`config.mk`:
```
export PLATFORM = sky130hd
export DESIGN_NAME = linepwr_ctrl
export DESIGN_NICKNAME = d
export VERILOG_FILES = /design/src/rtl/linepwr_pkg.sv /design/src/rtl/linepwr_qualifier.sv /design/src/rtl/linepwr_power_fsm.sv /design/src/rtl/linepwr_oe_decode.sv /design/src/rtl/linepwr_ctrl.sv
export SDC_FILE = /design/constraint.sdc
export NUM_CORES = 1
export LEC_CHECK = 0
export ABC_AREA = 1
export BUFFER_PORTS_ARGS = -buffer_cell sky130_fd_sc_hd__buf_2
export CAP_MARGIN = 10
export CORE_AREA = 2 2 61 63
export CTS_CLUSTER_SIZE = 12
export DETAILED_ROUTE_END_ITERATION = 7
export DIE_AREA = 0 0 63 65
export HOLD_SLACK_MARGIN = 0.15
export PLACE_DENSITY = 0.77
export SYNTH_ARGS = -nofsm -noshare
export SYNTH_HDL_FRONTEND = slang
export SYNTH_SLANG_ARGS = --single-unit
```
`constraint.sdc`:
```
create_clock -name clk -period 1.86 [get_ports clk]
set_input_delay 0.093 -clock clk [delete_from_list [all_inputs] [get_ports clk]]
set_output_delay 0.093 -clock clk [all_outputs]
set_load 0.005 [all_outputs]
```
`src/rtl/linepwr_pkg.sv`:
```
package linepwr_pkg;

    typedef enum logic [1:0] {
        PWR_OFF    = 2'd0,
        PWR_WAKING = 2'd1,
        PWR_ACTIVE = 2'd2
    } pwr_state_e;

    typedef struct packed {
        logic forced_off;
        logic forced_on;
        logic auto_mode;
    } ctl_mode_t;

    function automatic int us_to_ticks(input int us, input int tpu);
        return (us * tpu < 1) ? 1 : us * tpu;
    endfunction

    function automatic int cnt_width(input int n);
        return (n < 2) ? 1 : $clog2(n);
    endfunction

    function automatic ctl_mode_t decode_mode(input logic force_on, input logic force_off_n);
        ctl_mode_t m;
        m.forced_off = ~force_off_n;
        m.forced_on  = force_off_n & force_on;
        m.auto_mode  = force_off_n & ~force_on;
        return m;
    endfunction

endpackage

```
`src/rtl/linepwr_qualifier.sv`:
```
module linepwr_qualifier
    import linepwr_pkg::*;
#(
    parameter int NUM_LINES  = 5,
    parameter int FALL_TICKS = 480,
    parameter int RISE_TICKS = 16
) (
    input  logic                 clk,
    input  logic                 rst,
    input  logic [NUM_LINES-1:0] line_valid,
    output logic                 invalid_n
);
    localparam int FW = cnt_width(FALL_TICKS);
    localparam int RW = cnt_width(RISE_TICKS);
    localparam logic [FW-1:0] FALL_LAST = FW'(FALL_TICKS - 1);
    localparam logic [RW-1:0] RISE_LAST = RW'(RISE_TICKS - 1);

    logic          any_valid;
    logic [FW-1:0] fall_cnt;
    logic [RW-1:0] rise_cnt;

    assign any_valid = |line_valid;

    always_ff @(posedge clk) begin
        if (rst) begin
            invalid_n <= 1'b0;
            fall_cnt  <= '0;
            rise_cnt  <= '0;
        end else if (any_valid) begin
            fall_cnt <= '0;
            if (!invalid_n) begin
                if (rise_cnt == RISE_LAST) begin
                    invalid_n <= 1'b1;
                    rise_cnt  <= '0;
                end else begin
                    rise_cnt <= rise_cnt + 1'b1;
                end
            end
        end else begin
            rise_cnt <= '0;
            if (invalid_n) begin
                if (fall_cnt == FALL_LAST) begin
                    invalid_n <= 1'b0;
                    fall_cnt  <= '0;
                end else begin
                    fall_cnt <= fall_cnt + 1'b1;
                end
            end
        end
    end

endmodule

```
`src/rtl/linepwr_power_fsm.sv`:
```
module linepwr_power_fsm
    import linepwr_pkg::*;
#(
    parameter int WAKE_TICKS  = 1600,
    parameter int SLEEP_TICKS = 480
) (
    input  logic       clk,
    input  logic       rst,
    input  logic       any_valid,
    input  ctl_mode_t  mode,
    output pwr_state_e state
);
    localparam int WW = cnt_width(WAKE_TICKS);
    localparam int SW = cnt_width(SLEEP_TICKS);
    localparam logic [WW-1:0] WAKE_LAST  = WW'(WAKE_TICKS - 1);
    localparam logic [SW-1:0] SLEEP_LAST = SW'(SLEEP_TICKS - 1);

    logic [WW-1:0] wake_cnt;
    logic [SW-1:0] idle_cnt;
    logic          idle_done;
    logic          go_sleep;
    logic [SW-1:0] idle_next;

    assign idle_done = !any_valid && (idle_cnt == SLEEP_LAST);
    assign go_sleep  = mode.auto_mode && idle_done;

    always_comb begin
        if (any_valid)
            idle_next = '0;
        else if (idle_cnt != SLEEP_LAST)
            idle_next = idle_cnt + 1'b1;
        else
            idle_next = idle_cnt;
    end

    always_ff @(posedge clk) begin
        if (rst || mode.forced_off) begin
            state    <= PWR_OFF;
            wake_cnt <= '0;
            idle_cnt <= '0;
        end else begin
            unique case (state)
                PWR_OFF: begin
                    wake_cnt <= '0;
                    idle_cnt <= '0;
                    if (mode.forced_on || any_valid)
                        state <= PWR_WAKING;
                end
                PWR_WAKING: begin
                    if (go_sleep) begin
                        state    <= PWR_OFF;
                        wake_cnt <= '0;
                        idle_cnt <= '0;
                    end else begin
                        idle_cnt <= idle_next;
                        if (wake_cnt == WAKE_LAST) begin
                            state    <= PWR_ACTIVE;
                            wake_cnt <= '0;
                        end else begin
                            wake_cnt <= wake_cnt + 1'b1;
                        end
                    end
                end
                PWR_ACTIVE: begin
                    if (go_sleep) begin
                        state    <= PWR_OFF;
                        idle_cnt <= '0;
                    end else begin
                        idle_cnt <= idle_next;
                    end
                end
                default: begin
                    state    <= PWR_OFF;
                    wake_cnt <= '0;
                    idle_cnt <= '0;
                end
            endcase
        end
    end

endmodule

```
`src/rtl/linepwr_oe_decode.sv`:
```
module linepwr_oe_decode
    import linepwr_pkg::*;
#(
    parameter int NUM_TX     = 3,
    parameter int NUM_STD_RX = 5,
    parameter int NUM_MON_RX = 2
) (
    input  pwr_state_e            state,
    input  ctl_mode_t             mode,
    input  logic                  rx_en_n,
    output logic                  pump_en,
    output logic [NUM_TX-1:0]     tx_oe,
    output logic [NUM_STD_RX-1:0] std_rx_oe,
    output logic [NUM_MON_RX-1:0] mon_rx_oe
);
    logic tx_on;
    logic std_on;

    assign pump_en = (state != PWR_OFF);
    assign tx_on   = (state == PWR_ACTIVE);
    assign std_on  = !rx_en_n && !mode.forced_off;

    for (genvar t = 0; t < NUM_TX; t++) begin : g_tx
        assign tx_oe[t] = tx_on;
    end

    for (genvar s = 0; s < NUM_STD_RX; s++) begin : g_std
        assign std_rx_oe[s] = std_on;
    end

    for (genvar m = 0; m < NUM_MON_RX; m++) begin : g_mon
        assign mon_rx_oe[m] = 1'b1;
    end

endmodule

```
`src/rtl/linepwr_ctrl.sv`:
```
module linepwr_ctrl
    import linepwr_pkg::*;
#(
    parameter int NUM_LINES    = 5,
    parameter int NUM_TX       = 3,
    parameter int NUM_STD_RX   = 5,
    parameter int NUM_MON_RX   = 2,
    parameter int TICKS_PER_US = 16,
    parameter int FALL_US      = 30,
    parameter int RISE_US      = 1,
    parameter int WAKE_US      = 100,
    parameter int SLEEP_US     = 30
) (
    input  logic                  clk,
    input  logic                  rst,
    input  logic [NUM_LINES-1:0]  line_valid,
    input  logic                  force_on,
    input  logic                  force_off_n,
    input  logic                  rx_en_n,
    output logic                  invalid_n,
    output logic                  pump_en,
    output logic [NUM_TX-1:0]     tx_oe,
    output logic [NUM_STD_RX-1:0] std_rx_oe,
    output logic [NUM_MON_RX-1:0] mon_rx_oe,
    output logic [1:0]            status
);
    localparam int FALL_TICKS  = us_to_ticks(FALL_US,  TICKS_PER_US);
    localparam int RISE_TICKS  = us_to_ticks(RISE_US,  TICKS_PER_US);
    localparam int WAKE_TICKS  = us_to_ticks(WAKE_US,  TICKS_PER_US);
    localparam int SLEEP_TICKS = us_to_ticks(SLEEP_US, TICKS_PER_US);

    ctl_mode_t  mode;
    pwr_state_e state;

    assign mode   = decode_mode(force_on, force_off_n);
    assign status = state;

    linepwr_qualifier #(
        .NUM_LINES (NUM_LINES),
        .FALL_TICKS(FALL_TICKS),
        .RISE_TICKS(RISE_TICKS)
    ) u_qual (
        .clk       (clk),
        .rst       (rst),
        .line_valid(line_valid),
        .invalid_n (invalid_n)
    );

    linepwr_power_fsm #(
        .WAKE_TICKS (WAKE_TICKS),
        .SLEEP_TICKS(SLEEP_TICKS)
    ) u_fsm (
        .clk      (clk),
        .rst      (rst),
        .any_valid(|line_valid),
        .mode     (mode),
        .state    (state)
    );

    linepwr_oe_decode #(
        .NUM_TX    (NUM_TX),
        .NUM_STD_RX(NUM_STD_RX),
        .NUM_MON_RX(NUM_MON_RX)
    ) u_oe (
        .state    (state),
        .mode     (mode),
        .rx_en_n  (rx_en_n),
        .pump_en  (pump_en),
        .tx_oe    (tx_oe),
        .std_rx_oe(std_rx_oe),
        .mon_rx_oe(mon_rx_oe)
    );

endmodule

```
==> run metrics <==
Fmax 596 MHz; initial antenna violation count 0; register area share after synthesis 37.8%; Hold Vio Cnt, Final 0; status complete, no violations; largest net degree at the start of global routing 12; worst-skew pair later-pin latency 340 ps; initial core utilization 54.5%; Worst R2R Setup Slack 180 ps; MaxCap Viol Count 0; most common cell after layout, fill and taps aside nand2_1; ys async rst share 0%; vias in the first global route 1370; worst min path class in -> reg; worst-path fanout max 6; Critical Path Source Type register; Crit. End Element register; Mapped Avg Cell Area 7.44 um2; antenna diode count 0; PortBufs 21; kind of critical path reg -> reg; area delta synth->final 9.46%; clk sink count 36; Fin Setup TNS 0 ps; total grt overflow 0; Hold Crit Start line_valid[4]; Ys Warns 0; GPL Wtd Cong 0.776; cells after synthesis 256; die height 65 um; Post-Synth XOR/XNOR Area 5.98%; Synth area leader dfxtp_1; io pins 24; Root Driver clkbuf_4; site row count 22; layout cell share with drive strength beyond 1 19.0%; dominant cells by area after synthesis dfxtp_1 38%, nand2_1 9.5%, nor2_1 8.3%, inv_1 5.9%, xor2_1 5.1%; final setup fails 0; Synth Area in Compound Gates 6.04%; Die W 63 um; Distinct cells, synth 33; DR pass1 iterations 4; RSZ-0062 raised after global routing false; critical path data required time 2110 ps; first-pass GRT wire length 5400 um; Final Core Density 59.6%; drt wl/cell 9.79 um; # resized after CTS 0; Post-Syn Area 1900 um2; Core ar. 3500 um2; FF+latch count, synth 36; total CTS buffers 5; Slew Limit Fails 0; clock buffer depth 2; all-layer global routing usage 16.7%; period utilisation layout 90.1%; vias 1549; H-tree levels 2; WHS Path Cells 6; vias per cell 4.74; die area 4100 um2; fraction of post-synthesis cell area in the top cell type by area 37.8%; total detailed-routing wirelength 3200 um; DRC 0; Static Leak 0.851 nW; initial DRC count 60; mux cell area share after synthesis 0%; Synth Area in Adders 4.60%; Post-Synth Simple-Gate Area 34.3%; Primary FF master, synth dfxtp_1; TritonCTS clock tree yes; worst r2r path cells 9; EDFF count, synth 0; largest family of logic cells by synthesized area simple AND/OR/NAND/NOR gates; antenna viol nets, final 0; Final min period 1680 ps; critical path arrival 1920 ps; worst vdd ir 0.000415 V; worst reg2reg path startpoint u_fsm.state[0]; Nets 295; hold endpoint u_qual.fall_cnt[0]; HPWL Detailed 2440 um; most frequent cells in the layout 48 x nand2_1, 42 x nor2_1, 36 x dfxtp_1; PD cells 679 nW/um2; Post-Route Skew 9.63 ps; clk slew on worst S/H paths 110 ps; R2R Path End u_fsm.wake_cnt[10]
cells by family after synthesis:
group / Yosys count
flops: 36
fa+ha+maj: 7
other cells: 1
compound gates: 20
buf+inv: 45
xor+xnor: 13
simple gates: 134
how the worst max path moves through the flow:
stage / slack, ps / from / endpoint / depth (start not counted)
floorplan: 310 / u_fsm.state[0] / u_fsm.wake_cnt[10] / 9
global placement: 270 / u_fsm.state[0] / u_fsm.wake_cnt[10] / 9
detailed placement: 170 / u_fsm.state[0] / u_fsm.wake_cnt[10] / 9
CTS: 150 / u_fsm.state[0] / u_fsm.wake_cnt[10] / 9
global route: 20 / u_fsm.state[0] / u_fsm.wake_cnt[10] / 9
finish: 180 / u_fsm.state[0] / u_fsm.wake_cnt[10] / 9
report_power, final:
group / leakage, nW / total [mW] / internal, mW / switching [mW]
clock: 0.0380 / 0.448 / 0.180 / 0.268
sequential: 0.291 / 0.813 / 0.791 / 0.0221
combinational: 0.522 / 0.155 / 0.0649 / 0.0899
total: 0.851 / 1.42 / 1.04 / 0.380
cell usage after synthesis (3+ instances only):
| library cell | n |
|---|---|
| a21oi_1 | 8 |
| buf_4 | 11 |
| dfxtp_1 | 36 |
| ha_1 | 7 |
| inv_1 | 30 |
| inv_2 | 4 |
| nand2_1 | 48 |
| nand2_2 | 4 |
| nand3_1 | 9 |
| nand4_1 | 4 |
| nor2_1 | 42 |
| nor2_4 | 3 |
| nor3_1 | 7 |
| nor3b_1 | 6 |
| o21ai_0 | 5 |
| xor2_1 | 11 |
per-stage QoR:
step | power (mW) | setup slack [ps] | std cells | hold WS [ps] | cell area, um2
floorplan | 0.947 | 306 | 257 | 207 | 1910
global placement | 0.979 | 271 | 316 | 417 | 2000
detailed placement | 0.983 | 174 | 316 | 412 | 2000
CTS | 1.43 | 149 | 325 | 168 | 2070
global route | 1.48 | 24.9 | 327 | 212 | 2080
finish | 1.42 | 183 | 327 | 178 | 2080
per-layer routing:
metal	global-route usage (%)	up-vias	share of wire, %	routed length, um
met4	10.0	0	2.0	63
met2	28.6	17	46	1460
li1	-	845	-	-
met3	3.82	6	3.7	117
met1	19.0	681	49	1560
met5	0	-	0	0
area by class of cell:
cell class / count / area [um2]
clock inverters: 2 / 10.0
well taps: 48 / 60.1
inverters: 34 / 128
multi-input cells: 176 / 977
flip-flops and latches: 36 / 721
repair buffers: 25 / 138
clock buffers: 6 / 51.3
fillers: 338 / 1410
worst max-delay path: stages, from the launching register on:
cell	delay (ps)
dfxtp_1	380
inv_1	90
ha_1	270
inv_2	120
nand3_1	130
nor2_1	150
nand4_1	120
nor2_1	130
xor2_1	150
nor2_1	50
flip-flops by register name, indices dropped and copies added, names as in the netlist:
name,flops
u_fsm.state,2
u_qual.rise_cnt,4
u_fsm.idle_cnt,9
u_qual.fall_cnt,9
u_fsm.wake_cnt,11
u_qual.invalid_n,1
repair_timing:
action | in CTS | in global routing
hold buffers | 1 | 0
buffers inserted | 0 | 2
setup endpoints to repair | 0 | 1
hold endpoints to repair | 5 | 0
(Power assumes the default switching activity.)
